<file path="config.mk">
export PLATFORM = sky130hd
export DESIGN_NAME = add_flag_unit
export DESIGN_NICKNAME = d
export VERILOG_FILES = /design/src/rtl/add_flag_pkg.sv /design/src/rtl/add_flag_control.sv /design/src/rtl/add_flag_datapath.sv /design/src/rtl/add_flag_unit.sv
export SDC_FILE = /design/constraint.sdc
export NUM_CORES = 1
export LEC_CHECK = 0
export BUFFER_PORTS_ARGS = -buffer_cell sky130_fd_sc_hd__buf_2
export CORE_MARGIN = 10
export CORE_UTILIZATION = 59
export DETAILED_ROUTE_END_ITERATION = 6
export PLACE_DENSITY_LB_ADDON = 0.05
export SLEW_MARGIN = 20
export SYNTH_ARGS = -nofsm -noshare
export SYNTH_HDL_FRONTEND = slang
export SYNTH_SLANG_ARGS = --single-unit
</file>
<file path="constraint.sdc">
create_clock -name clk -period 12 [get_ports clk]
set_input_delay 2.4 -clock clk [delete_from_list [all_inputs] [get_ports clk]]
set_output_delay 2.4 -clock clk [all_outputs]
set_load 0.03 [all_outputs]
</file>
<file path="src/rtl/add_flag_pkg.sv">
package add_flag_pkg;
  typedef enum logic {
    OP_ADD  = 1'b0,
    OP_ADDC = 1'b1
  } addOp_e;

  typedef struct packed {
    logic capture;   // latch sum and flags this cycle
    logic useCarry;  // fold the stored carry into the sum
    logic excArm;    // exception may fire if overflow results
  } addStrobes_t;
endpackage

</file>
<file path="src/rtl/add_flag_control.sv">
module add_flag_control
  import add_flag_pkg::*;
(
  input  logic        clk,
  input  logic        rst,
  input  logic        inValid,
  input  logic        opSel,
  input  logic        ovExcEn,
  output addStrobes_t strobes,
  output logic        outValid
);
  addOp_e opKind;

  always_comb begin
    opKind           = addOp_e'(opSel);
    strobes.capture  = inValid;
    strobes.useCarry = (opKind == OP_ADDC);
    strobes.excArm   = inValid & ovExcEn;
  end

  always_ff @(posedge clk) begin
    if (rst) outValid <= 1'b0;
    else     outValid <= inValid;
  end
endmodule

</file>
<file path="src/rtl/add_flag_datapath.sv">
module add_flag_datapath
  import add_flag_pkg::*;
#(
  parameter int WIDTH              = 32,
  parameter bit CARRY_FROM_COMPARE = 1'b1
) (
  input  logic             clk,
  input  logic             rst,
  input  addStrobes_t      strobes,
  input  logic [WIDTH-1:0] opA,
  input  logic [WIDTH-1:0] opB,
  output logic [WIDTH-1:0] sum,
  output logic             carryFlag,
  output logic             ovFlag,
  output logic             rangeExc
);
  localparam int MSB = WIDTH - 1;

  logic             carryIn;
  logic [WIDTH-1:0] sumNext;
  logic             carryNext;
  logic             ovNext;

  assign carryIn = strobes.useCarry & carryFlag;

  generate
    if (CARRY_FROM_COMPARE) begin : g_cmpCarry
      assign sumNext   = opA + opB + WIDTH'(carryIn);
      assign carryNext = carryIn ? (sumNext <= opA) : (sumNext < opA);
    end else begin : g_wideCarry
      logic [WIDTH:0] wideSum;
      assign wideSum   = {1'b0, opA} + {1'b0, opB} + (WIDTH+1)'(carryIn);
      assign sumNext   = wideSum[MSB:0];
      assign carryNext = wideSum[WIDTH];
    end
  endgenerate

  assign ovNext = (opA[MSB] == opB[MSB]) && (sumNext[MSB] != opA[MSB]);

  always_ff @(posedge clk) begin
    if (rst) begin
      sum       <= '0;
      carryFlag <= 1'b0;
      ovFlag    <= 1'b0;
      rangeExc  <= 1'b0;
    end else begin
      rangeExc <= strobes.excArm & ovNext;
      if (strobes.capture) begin
        sum       <= sumNext;
        carryFlag <= carryNext;
        ovFlag    <= ovNext;
      end
    end
  end
endmodule

</file>
<file path="src/rtl/add_flag_unit.sv">
module add_flag_unit
  import add_flag_pkg::*;
#(
  parameter int WIDTH              = 32,
  parameter bit CARRY_FROM_COMPARE = 1'b1
) (
  input  logic             clk,
  input  logic             rst,
  input  logic             inValid,
  input  logic             opSel,
  input  logic [WIDTH-1:0] opA,
  input  logic [WIDTH-1:0] opB,
  input  logic             ovExcEn,
  output logic [WIDTH-1:0] sum,
  output logic             outValid,
  output logic             carryFlag,
  output logic             ovFlag,
  output logic             rangeExc
);
  addStrobes_t strobes;

  add_flag_control u_ctrl (
    .clk(clk), .rst(rst), .inValid(inValid), .opSel(opSel),
    .ovExcEn(ovExcEn), .strobes(strobes), .outValid(outValid)
  );

  add_flag_datapath #(.WIDTH(WIDTH), .CARRY_FROM_COMPARE(CARRY_FROM_COMPARE)) u_dp (
    .clk(clk), .rst(rst), .strobes(strobes), .opA(opA), .opB(opB),
    .sum(sum), .carryFlag(carryFlag), .ovFlag(ovFlag), .rangeExc(rangeExc)
  );
endmodule

</file>
-- After elaboration in Yosys (flattened, before gate mapping)
Cells that the tools add are included.
- flip-flop bits (word level): 36
- input port bits: 69
- output and inout bits: 36
- logic and storage cells: 16
- add/sub/neg operators: 2
- order comparisons: 2
- eq/ne operators: 2
- mux-type cells: 1
- bitwise operators: 3
- reductions and logical operators: 1
- operators by type and width (operator ; number):
    $add 32x1->32 ; 1
    $add 32x32->32 ; 1
    $le 32x32->1 ; 1
    $lt 32x32->1 ; 1
    $and 1x1->1 ; 3
    $eq 1x1->1 ; 1
    $logic_and 1x1->1 ; 1
    $mux 1 ; 1
    $ne 1x1->1 ; 1

-- Depth between registers and ports, before layout
Gate-level depths: netlist (run 1).
- depth in word-level cells: 5
- mapped depth: 19
- depth with buffers taken out: 19

-- Hierarchy
Synthesis (run 1) repeated with hierarchy kept, for this count alone.
- cells, all modules: 455
- area total of the unflattened synthesis: 3653.5 um2
- by module, submodules not included (module ; times used ; cells each ; area each (um2) ; sequential area each (um2)):
    add_flag_datapath ; 1 ; 450 ; 3598.5 ; 700.7
    add_flag_control ; 1 ; 5 ; 55.1 ; 20.0

-- Least setup slack after synthesis (run 1)
No wires, ideal clock.
- path type: input port to flip-flop
- start: input port opA[0]
- end: register u_dp.carryFlag
- setup time: 0.142 ns
- arrival: 5.662 ns
- data required time: 11.858 ns
- slack: 6.196 ns
- stages on the path: 17
- path buffers: 0
- path through: inv_1 -> fa_1 -> fa_1 -> and2b_1 -> o2111ai_1 -> a21oi_1 -> nor3b_2 -> o21ai_2 -> a41oi_1 -> xnor2_1 -> ha_1 -> nand2_1 -> nor4_1 -> and4_1 -> a211oi_1 -> a31oi_1 -> a211oi_1
- word-level cells in the longest chain between the ends: 4
- elaborated cells between the ends (all ways): 5
- those cells by class: add/sub (2); order compare (2); mux (1)
- RTL lines (what ; RTL line ; text):
    start, declared ; add_flag_unit.sv:11 ; input logic [WIDTH-1:0] opA,
    $add 32x32->32 (*) ; add_flag_datapath.sv:28 ; assign sumNext = opA + opB + WIDTH'(carryIn);
    $add 32x1->32 (*) ; add_flag_datapath.sv:28 ;
    net u_dp.sumNext[28] ; add_flag_datapath.sv:20 ; logic [WIDTH-1:0] sumNext;
    $lt 32x32->1 / $le 32x32->1 (equally long branches) ; add_flag_datapath.sv:29 ; assign carryNext = carryIn ? (sumNext <= opA) : (sumNext < opA);
    $mux 1 (*) ; add_flag_datapath.sv:29 ;
    end signal, assigned ; add_flag_datapath.sv:50 ; carryFlag <= carryNext;
    end, declared ; add_flag_datapath.sv:13 ; output logic carryFlag,
The timed path passes the listed nets; every way through them passes the cells marked *.
A chain may end at the register's enable or synchronous reset.

-- Worst setup path in the final report (run 1)
Same ends and word-level chain as after synthesis.

==> results of run 1 <==
[state kept, by name, summed over array words and instances, names as in the netlist]
name             flops
u_dp.ovFlag          1
u_dp.sum            32
u_dp.rangeExc        1
u_dp.carryFlag       1
u_ctrl.outValid      1
[per-layer routing]
layer | wire, um | up-vias
met3 | 754 | 13
met1 | 5590 | 1801
li1 | - | 1980
met5 | 0 | -
met4 | 98 | 0
met2 | 4870 | 143
[worst max-delay path: stages]
cell,delay (ns)
buf_2,0.09
inv_1,0.05
fa_1,0.47
fa_1,0.42
and2b_1,0.23
o2111ai_1,0.12
a21oi_1,0.29
o31ai_1,0.15
a21oi_2,0.27
a31oi_1,0.19
xnor2_1,0.18
ha_1,0.32
nand3_1,0.10
nor4_1,0.45
and4_1,0.29
a211oi_1,0.08
a31oi_1,0.14
a211oi_1,0.08
[path summary, 6_finish.rpt]
| kind | end | slack [ns] | cells after the start |
|---|---|---|---|
| setup / recovery | u_dp.carryFlag | 5.83 | 18 |
| hold / removal | u_dp.sum[0] | 0.49 | 2 |
| setup reg to reg | u_dp.carryFlag | 7.61 | 17 |
| hold reg to reg | u_dp.sum[0] | 0.49 | 2 |
[cell families after synthesis]
logic type               count (synthesis)  synth area share, %
XOR/XNOR                                29                 6.36
flip-flops                              36                 18.1
AO/OA/AOI/OAI                          139                 24.5
multiplexers                            22                 5.52
adder cells (fa/ha/maj)                 64                 20.4
buffers and inverters                   65                 6.46
AND/OR/NAND/NOR                        144                 18.7
[stage by stage]
step / hold slack (ns) / setup slack [ns]
5_1_grt: 0.512 / 5.50
4_1_cts: 0.486 / 5.87
6_report: 0.485 / 5.83
3_5_place_dp: 0.477 / 5.57
2_1_floorplan: 0.601 / 6.20
3_3_place_gp: 0.468 / 5.76
[layout make-up]
cell class	count	area, um^2
clock buffer	7	96.3
fill	565	1850
inverter	41	154
multi-input combinational	398	3010
sequential	36	721
tap	77	96.3
timing repair buffer	105	528
[power by group through the flow]
stage	clock [mW]	combinational, mW	sequential (mW)
floorplan	0	0.160	0.168
global placement	0	0.250	0.141
detailed placement	0	0.254	0.142
CTS	0.101	0.256	0.140
global route	0.105	0.284	0.141
finish	0.0989	0.259	0.140
[cells in the final DEF, fill, tap and decap left out, drive strengths merged, types with 5 or more instances in the layout]
master	count
a31oi	5
ha	62
nand4	8
buf	105
nor2	45
o21ai	19
inv	41
dfxtp	36
o21a	9
clkbuf	7
a21o	37
a211oi	5
mux2i	22
o21bai	7
xor2	13
nor3b	9
xnor2	16
nor3	5
a21oi	36
nand2	34
nand3	12
==> qor.yml, run 1 <==
global_route:
  grt_use_total_pct: 21.1
  grt_pass1_vias: 3715
  grt-busiest-layer: "met2"
  grt_pass1_wl_mm: 18.1
  antenna_found_initial: 0
  grtUsageMet2_pct: 32.5
  grt_use_met1_pct: 29.7
  grt_use_met3_pct: 4.66
  grt_max_degree: 55
  overflow: 0
min_path:
  hp-class: "reg2reg"
  holdCritStartpoint: "u_dp.sum[0]"
clocking:
  postCtsSetupRepairBufs: 0
  cts-root-buf: "clkbuf_8"
  cts_made_buffers: 5
  cts.sinks: 36
  clock_latency_ns: 0.29
  path_clk_slew_ns: 0.08
  clock_path_buffers: 2
  cts_tree: "built"
  cts_resized: 0
  ctsHtreeMaxLevel: 2
  hold_buffers: 0
setup_path:
  arrival_ns: 6.32
  cp-end-kind: "register"
  r2r_start: "u_dp.carryFlag"
  crit_fanout: 3
  crit_required_ns: 12.14
  startpoint_type: "input port"
  startpoint: "opA[0]"
  path_class: "in2reg"
timing:
  worst_pin_slew_ns: 0.844
  timing.final.crit_share_pct: 51.5
  maxSlewViolCount: 0
  hold_viol_final: 0
  clock.fmax_mhz: 162
  period_minus_slack_ns: 6.17
  setup_viol: 0
  finClkSkew_ns: 0.00703
  rsz0062_at_grt: "no"
  slew_headroom_pct: 43.8
  tns_ns: 0
power:
  comb_power_share_pct: 52.0
  p_clk_share_pct: 19.9
  power_density_nw_per_um2: 108
  intPower_mw: 0.287
  ir_drop_mv: 0.0600
  finalPower_mw: 0.497
  power_frac_seq_pct: 28.1
  p_leak_nw: 2.49
  p_sw_share_pct: 42.3
  power_switching_mw: 0.210
layout:
  area_growth_pct: 15.5
  stdcell_count: 664
  drive_gt1_share_pct: 21.0
  insertedDiodeCount: 0
  postLayoutCellArea_um2: 4610
  final_util_pct: 71.3
  nets: 720
floorplan:
  rows: 29
  die_h_um: 102
  pin_count: 105
  die-area_um2: 10500
  fp.dieW_um: 102
  core-area_um2: 6460
  start_util_pct: 61.8
logic_synthesis:
  postSynthCellCount: 499
  yosysWarnings: 0
  syn_nets: 632
  synthTopCellsByCount: "62 x ha_1, 45 x nor2_1, 41 x inv_1, 37 x a21o_1, 36 x dfxtp_1"
  synth_top_area_share_pct: 19.4
  synth-seq-cells: 36
  yosys.area.top_type: "ha_1"
  synth_edf_count: 0
  synth_most_common_cell: "ha_1"
  async_flop_share_pct: 0
  ys_seq_area_share_pct: 18.1
  synthTopCellsByArea: "ha_1 19%, dfxtp_1 18%, a21o_1 7.0%"
  syn_avg_cell_area_um2: 8.00
  netlist-cell-type-count: 57
  synth.cell_area_um2: 3990
  synthFlopType: "dfxtp_1"
drt:
  routed_wire_length_per_instance_um: 17.0
  drt_iter0_markers: 208
  post-route-drc-count: 0
  vias: 3937
  via_per_inst: 5.93
  drt_wl_total_mm: 11.3
  drtAntennaViolNets: 0
  first_pass_iters: 5
placed_design:
  place_hpwl_mm: 9.31
  io_buffer_count: 104
  place_area_um2: 4510
  dp.cells: 657
  gp_congestion: 0.897
run_status:
  status: "completed"
flow_run:
  cap_viol_max_count: 0
Power figures use the tool's default switching activity.
==> run 2, diff against run 1 <==
--- a/config.mk
+++ b/config.mk
@@ -7,7 +7,7 @@
 export LEC_CHECK = 0
 export BUFFER_PORTS_ARGS = -buffer_cell sky130_fd_sc_hd__buf_2
 export CORE_MARGIN = 10
-export CORE_UTILIZATION = 59
+export CORE_UTILIZATION = 55
 export DETAILED_ROUTE_END_ITERATION = 6
 export PLACE_DENSITY_LB_ADDON = 0.05
 export SLEW_MARGIN = 20
==> constraint.sdc (replaced) <==
create_clock -name clk -period 6.4 [get_ports clk]
set_input_delay 1.28 -clock clk [delete_from_list [all_inputs] [get_ports clk]]
set_output_delay 1.28 -clock clk [all_outputs]
set_load 0.03 [all_outputs]
==> qor.yml, run 2 (same netlist as run 1, synthesis figures left out) <==
run_status:
  status: "completed"
layout:
  nets: 720
  seq_area_um2: 721
  area_growth_pct: 16.4
  insertedDiodeCount: 0
  final_common_cell: "buf_2"
  regMostFlops: "u_dp.sum"
  multi_input_area_um2: 3010
  fillCellCount: 641
  drive_gt1_share_pct: 21.1
  most-common-layout-cells: "104 x buf_2, 62 x ha_1, 45 x nor2_1"
  largest_reg_flops: 32
  final_util_pct: 67.3
setup_path:
  startpoint_type: "input port"
  cp-end-kind: "register"
  path_class: "in2reg"
  crit_required_ns: 6.55
  crit_fanout: 4
  arrival_ns: 5.17
clocking:
  cts-root-buf: "clkbuf_8"
  hold_buffers: 0
  cts_resized: 0
  path_clk_slew_ns: 0.08
  cts.sinks: 36
  postCtsSetupRepairBufs: 0
  cts_tree: "built"
  clock_latency_ns: 0.30
  cts_made_buffers: 5
  ctsHtreeMaxLevel: 2
  clock_path_buffers: 2
timing:
  slew_headroom_pct: 44.2
  clock.fmax_mhz: 199
  tns_ns: 0
  period_minus_slack_ns: 5.02
  rsz0062_at_grt: "no"
  hold_viol_final: 0
  finClkSkew_ns: 0.00797
  setup_slack_ns: 1.38
  setup_viol: 0
  timing.final.crit_share_pct: 78.4
  worst_pin_slew_ns: 0.837
  maxSlewViolCount: 0
power:
  ir_drop_mv: 0.125
  finalPower_mw: 0.951
  power_density_nw_per_um2: 205
  p_leak_nw: 2.50
placed_design:
  io_buffer_count: 104
  place_hpwl_mm: 9.38
  dpl_worst_slack_ns: 1.12
  gp_congestion: 0.919
floorplan:
  rows: 30
  pin_count: 105
  start_util_pct: 57.8
  core-area_um2: 6910
  die-area_um2: 11100
  fp.dieW_um: 105
  die_h_um: 105
global_route:
  grt_use_met1_pct: 27.4
  grt_use_total_pct: 19.5
  grt_pass1_wl_mm: 18.4
  grt_use_met3_pct: 3.50
  grtUsageMet2_pct: 29.8
  grt_max_degree: 55
  grt-busiest-layer: "met2"
  antenna_found_initial: 0
  overflow: 0
  grt_pass1_vias: 3792
flow_run:
  cap_viol_max_count: 0
drt:
  drt_wl_total_mm: 11.2
  first_pass_iters: 4
  drtAntennaViolNets: 0
  vias: 3935
  post-route-drc-count: 0
  routed_wire_length_per_instance_um: 16.4
  drt_iter0_markers: 224
  via_per_inst: 5.75
min_path:
  hp-class: "reg2reg"
[run 2: changes by cell type in the layout (fill, tap and decap cells not counted), sizes merged]
cell      previous run  this run
clkbuf               7         5
clkinvlp             0         1
clkinv               0         1
bufinv               0         1
[run 2: final cells by class]
type	count	share of cell area [%]
inverters	41	3.31
multi-input cells	398	64.8
clock inverters	3	0.915
repair buffers	105	11.4
flip-flops and latches	36	15.5
clock buffers	5	1.48
well taps	96	2.58
[run 2: layer usage]
layer | routed length (um) | up-vias | share of wire [%]
li1 | - | 1977 | -
met1 | 5560 | 1798 | 50
met2 | 4850 | 147 | 43
met3 | 649 | 13 | 5.8
met4 | 144 | 0 | 1.3
met5 | 0 | - | 0
[run 2: path summary, 6_finish.rpt]
path | from | end | slack (ns) | cells after the start
max | opA[0] | u_dp.carryFlag | 1.38 | 18
min | u_dp.sum[1] | u_dp.sum[1] | 0.48 | 2
max reg2reg | u_dp.carryFlag | u_dp.carryFlag | 2.05 | 17
min reg2reg | u_dp.sum[1] | u_dp.sum[1] | 0.48 | 2
[run 2: power breakdown]
part	total, mW	internal, mW	switching, mW
clock	0.208	0.115	0.0928
sequential	0.261	0.249	0.0122
combinational	0.482	0.192	0.289
[run 2: stage by stage]
| stage | cell area [um^2] | instances | hold slack (ns) |
|---|---|---|---|
| 6_report | 4650 | 684 | 0.484 |
| 5_1_grt | 4650 | 684 | 0.517 |
| 4_1_cts | 4650 | 684 | 0.486 |
| 3_5_place_dp | 4540 | 676 | 0.475 |
| 3_3_place_gp | 4540 | 676 | 0.467 |
| 2_1_floorplan | 3990 | 499 | 0.601 |
[run 2: worst max-delay path, stage by stage]
cell and delay (ns):
buf_2 0.09, inv_1 0.05, fa_1 0.46, fa_1 0.41
and2b_1 0.24, o2111ai_1 0.13, a21oi_1 0.32, nor3b_2 0.13
o21ai_2 0.23, a41oi_1 0.23, xnor2_1 0.19, ha_1 0.30
nand2_1 0.07, nor4_1 0.42, and4_1 0.29, a211oi_1 0.08
a31oi_1 0.16, a211oi_1 0.10
==> run 3, diff against run 2 <==
--- a/config.mk
+++ b/config.mk
@@ -5,9 +5,10 @@
 export SDC_FILE = /design/constraint.sdc
 export NUM_CORES = 1
 export LEC_CHECK = 0
+export ABC_AREA = 1
 export BUFFER_PORTS_ARGS = -buffer_cell sky130_fd_sc_hd__buf_2
 export CORE_MARGIN = 10
-export CORE_UTILIZATION = 55
+export CORE_UTILIZATION = 51
 export DETAILED_ROUTE_END_ITERATION = 6
 export PLACE_DENSITY_LB_ADDON = 0.05
 export SLEW_MARGIN = 20
==> constraint.sdc (replaced) <==
create_clock -name clk -period 4.44 [get_ports clk]
set_input_delay 0.888 -clock clk [delete_from_list [all_inputs] [get_ports clk]]
set_output_delay 0.888 -clock clk [all_outputs]
set_load 0.03 [all_outputs]
==> qor.yml, run 3 <==
floorplan:
  fp.dieW_um: 116
  die-area_um2: 13500
  rows: 35
  core-area_um2: 9150
  pin_count: 105
  die_h_um: 116
  start_util_pct: 51.6
logic_synthesis:
  postSynthCellCount: 846
  synth.cell_area_um2: 4730
  syn_avg_cell_area_um2: 5.59
  synthSimpleGateAreaFrac_pct: 39.0
  muxShareOfSynthArea_pct: 0
  synth_compound_area_share_pct: 7.68
  synthTopCellsByArea: "nand2_1 22%, ha_1 16%, inv_1 16%"
  synth-seq-cells: 36
  netlist-cell-type-count: 33
  synth_top_family_by_area: "simple AND/OR/NAND/NOR gates"
  syn_nets: 979
  yosysWarnings: 0
  synth-xor-area-share_pct: 3.12
  ys_seq_area_share_pct: 15.2
  synthAdderAreaFrac_pct: 17.3
  synthFlopType: "dfxtp_1"
  synth_top_area_share_pct: 22.0
  synthTopCellsByCount: "277 x nand2_1, 200 x inv_1, 88 x nor2_1, 62 x ha_1, 42 x nand3_1"
  async_flop_share_pct: 0
  synth_edf_count: 0
  synth_most_common_cell: "nand2_1"
  yosys.area.top_type: "nand2_1"
timing:
  timing.final.crit_share_pct: 81.6
  maxSlewViolCount: 0
  clock.fmax_mhz: 276
  period_minus_slack_ns: 3.62
  setup_slack_ns: 0.816
  hold_viol_final: 0
  timing.hold.ws_ns: 0.479
  finClkSkew_ns: 0.00487
  setup_viol: 0
  tns_ns: 0
  slew_headroom_pct: 69.7
  rsz0062_at_grt: "no"
  worst_pin_slew_ns: 0.450
global_route:
  antenna_found_initial: 0
  grt_pass1_wl_mm: 24.5
  overflow: 0
  grt_pass1_vias: 5004
  grt_max_degree: 46
  grt_use_total_pct: 22.7
layout:
  fillCellCount: 968
  final_common_cell: "nand2_1"
  drive_gt1_share_pct: 15.2
  most-common-layout-cells: "277 x nand2_1, 200 x inv_1, 104 x buf_2"
  largest_reg_flops: 32
  regMostFlops: "u_dp.sum"
  seq_area_um2: 721
  area_growth_pct: 14.9
  stdcell_count: 1060
  multi_input_area_um2: 3170
  insertedDiodeCount: 0
  nets: 1082
setup_path:
  path_class: "in2reg"
  cp_common_cell: "nand2_1"
  crit_required_ns: 4.66
  reg2reg_slack_ns: 1.10
  crit_fanout: 3
  ff2ff_path_depth: 22
  startpoint_type: "input port"
  crit_slowest_cell: "fa_1"
  worstPathCellList: "buf_2 > inv_1 > fa_1 > fa_1 > inv_1 > nand3_1 > nand3_1 > nand2_1 > nand2_1 > nand3_1 > nand3_1 > nand2_1 > nand2_1 > inv_1 > ha_1 > nand2_1 > nor2_1 > nand2_1 > nor2_1 > nand4_1 > nand2_1 > inv_1 > a21oi_1"
  critPathBufInv: 5
  crit_family: "simple AND/OR/NAND/NOR gates"
  r2r_start: "u_dp.carryFlag"
  rr_endpoint: "u_dp.carryFlag"
  arrival_ns: 3.84
  cp-end-kind: "register"
  cp_slowest_stage_delay_ns: 0.45
clocking:
  hold_buffers: 0
  path_clk_slew_ns: 0.07
  cts_made_buffers: 5
  ctsHtreeMaxLevel: 2
  postCtsSetupRepairBufs: 0
  cts.sinks: 36
  cts_resized: 0
  clock_path_buffers: 2
  cts_tree: "built"
  clock_latency_ns: 0.29
  cts-root-buf: "clkbuf_8"
placed_design:
  gp_congestion: 1.00
  dpl_worst_slack_ns: 0.556
  place_hpwl_mm: 13.6
  dp.cells: 1053
  io_buffer_count: 104
drt:
  post-route-drc-count: 0
  drt_iter0_markers: 412
  drt_wl_total_mm: 15.5
  vias: 5253
  routed_wire_length_per_instance_um: 14.6
  first_pass_iters: 5
  drtAntennaViolNets: 0
  via_per_inst: 4.96
power:
  intPower_mw: 0.744
  p_leak_nw: 3.66
  ir_drop_mv: 0.178
  power_density_nw_per_um2: 251
  power_switching_mw: 0.618
  power_frac_seq_pct: 27.3
  comb_power_share_pct: 54.1
  p_clk_share_pct: 18.6
  finalPower_mw: 1.36
  p_sw_share_pct: 45.4
min_path:
  hp-class: "reg2reg"
  hold_end: "u_dp.ovFlag"
  holdCritStartpoint: "u_dp.ovFlag"
  whs_path_depth: 2
run_status:
  status: "completed"
flow_run:
  cap_viol_max_count: 0
==> run 3: logic make-up after synthesis <==
logic type / Yosys count
compound gates: 69
buf+inv: 215
fa+ha+maj: 64
simple gates: 446
xor+xnor: 16
flops: 36
==> run 3: worst max-delay path by stage <==
stage	from	to	slack (ns)	depth (start not counted)
after floorplan	opA[0]	u_dp.carryFlag	1.03	22
after global placement	opA[0]	u_dp.carryFlag	0.67	21
after detailed placement	opA[0]	u_dp.carryFlag	0.56	23
after CTS	opA[0]	u_dp.carryFlag	0.82	23
after global routing	opA[0]	u_dp.carryFlag	0.58	21
final	opA[0]	u_dp.carryFlag	0.82	23
==> run 3: through the flow <==
stage          area [um^2]  utilization, %
2_1_floorplan         4730               -
3_3_place_gp          5340            58.3
3_5_place_dp          5340            58.3
4_1_cts               5430            59.4
5_1_grt               5430            59.4
6_report              5430            59.4
==> run 3: layout make-up <==
| class | count | area share [%] |
|---|---|---|
| clock buffer | 7 | 1.77 |
| inverter | 205 | 14.2 |
| sequential | 36 | 13.3 |
| multi-input combinational | 595 | 58.4 |
| timing repair buffer | 106 | 9.86 |
| tap | 111 | 2.56 |
==> run 3: power by group through the flow <==
| stage | sequential (mW) | combinational, mW | clock (mW) |
|---|---|---|---|
| 2_1_floorplan | 0.439 | 0.449 | 0 |
| 3_3_place_gp | 0.376 | 0.716 | 0 |
| 3_5_place_dp | 0.378 | 0.726 | 0 |
| 4_1_cts | 0.371 | 0.731 | 0.258 |
| 5_1_grt | 0.375 | 0.833 | 0.276 |
| 6_report | 0.371 | 0.737 | 0.253 |
==> run 3: worst min-delay path, delay by kind of cell (launching register included) <==
family / cells / cell delay, ns
AOI/OAI and AO/OA: 1 / 0.06
DFF: 1 / 0.31
and+or+nand+nor: 1 / 0.06
==> run 3: metal layers <==
layer	global-route usage, %	part of all wire, %	vias to the layer above
met1	32.1	47	2312
met3	3.18	8.4	17
li1	-	-	2740
met2	36.0	44	184
met4	4.17	1.0	0
met5	0	0	-
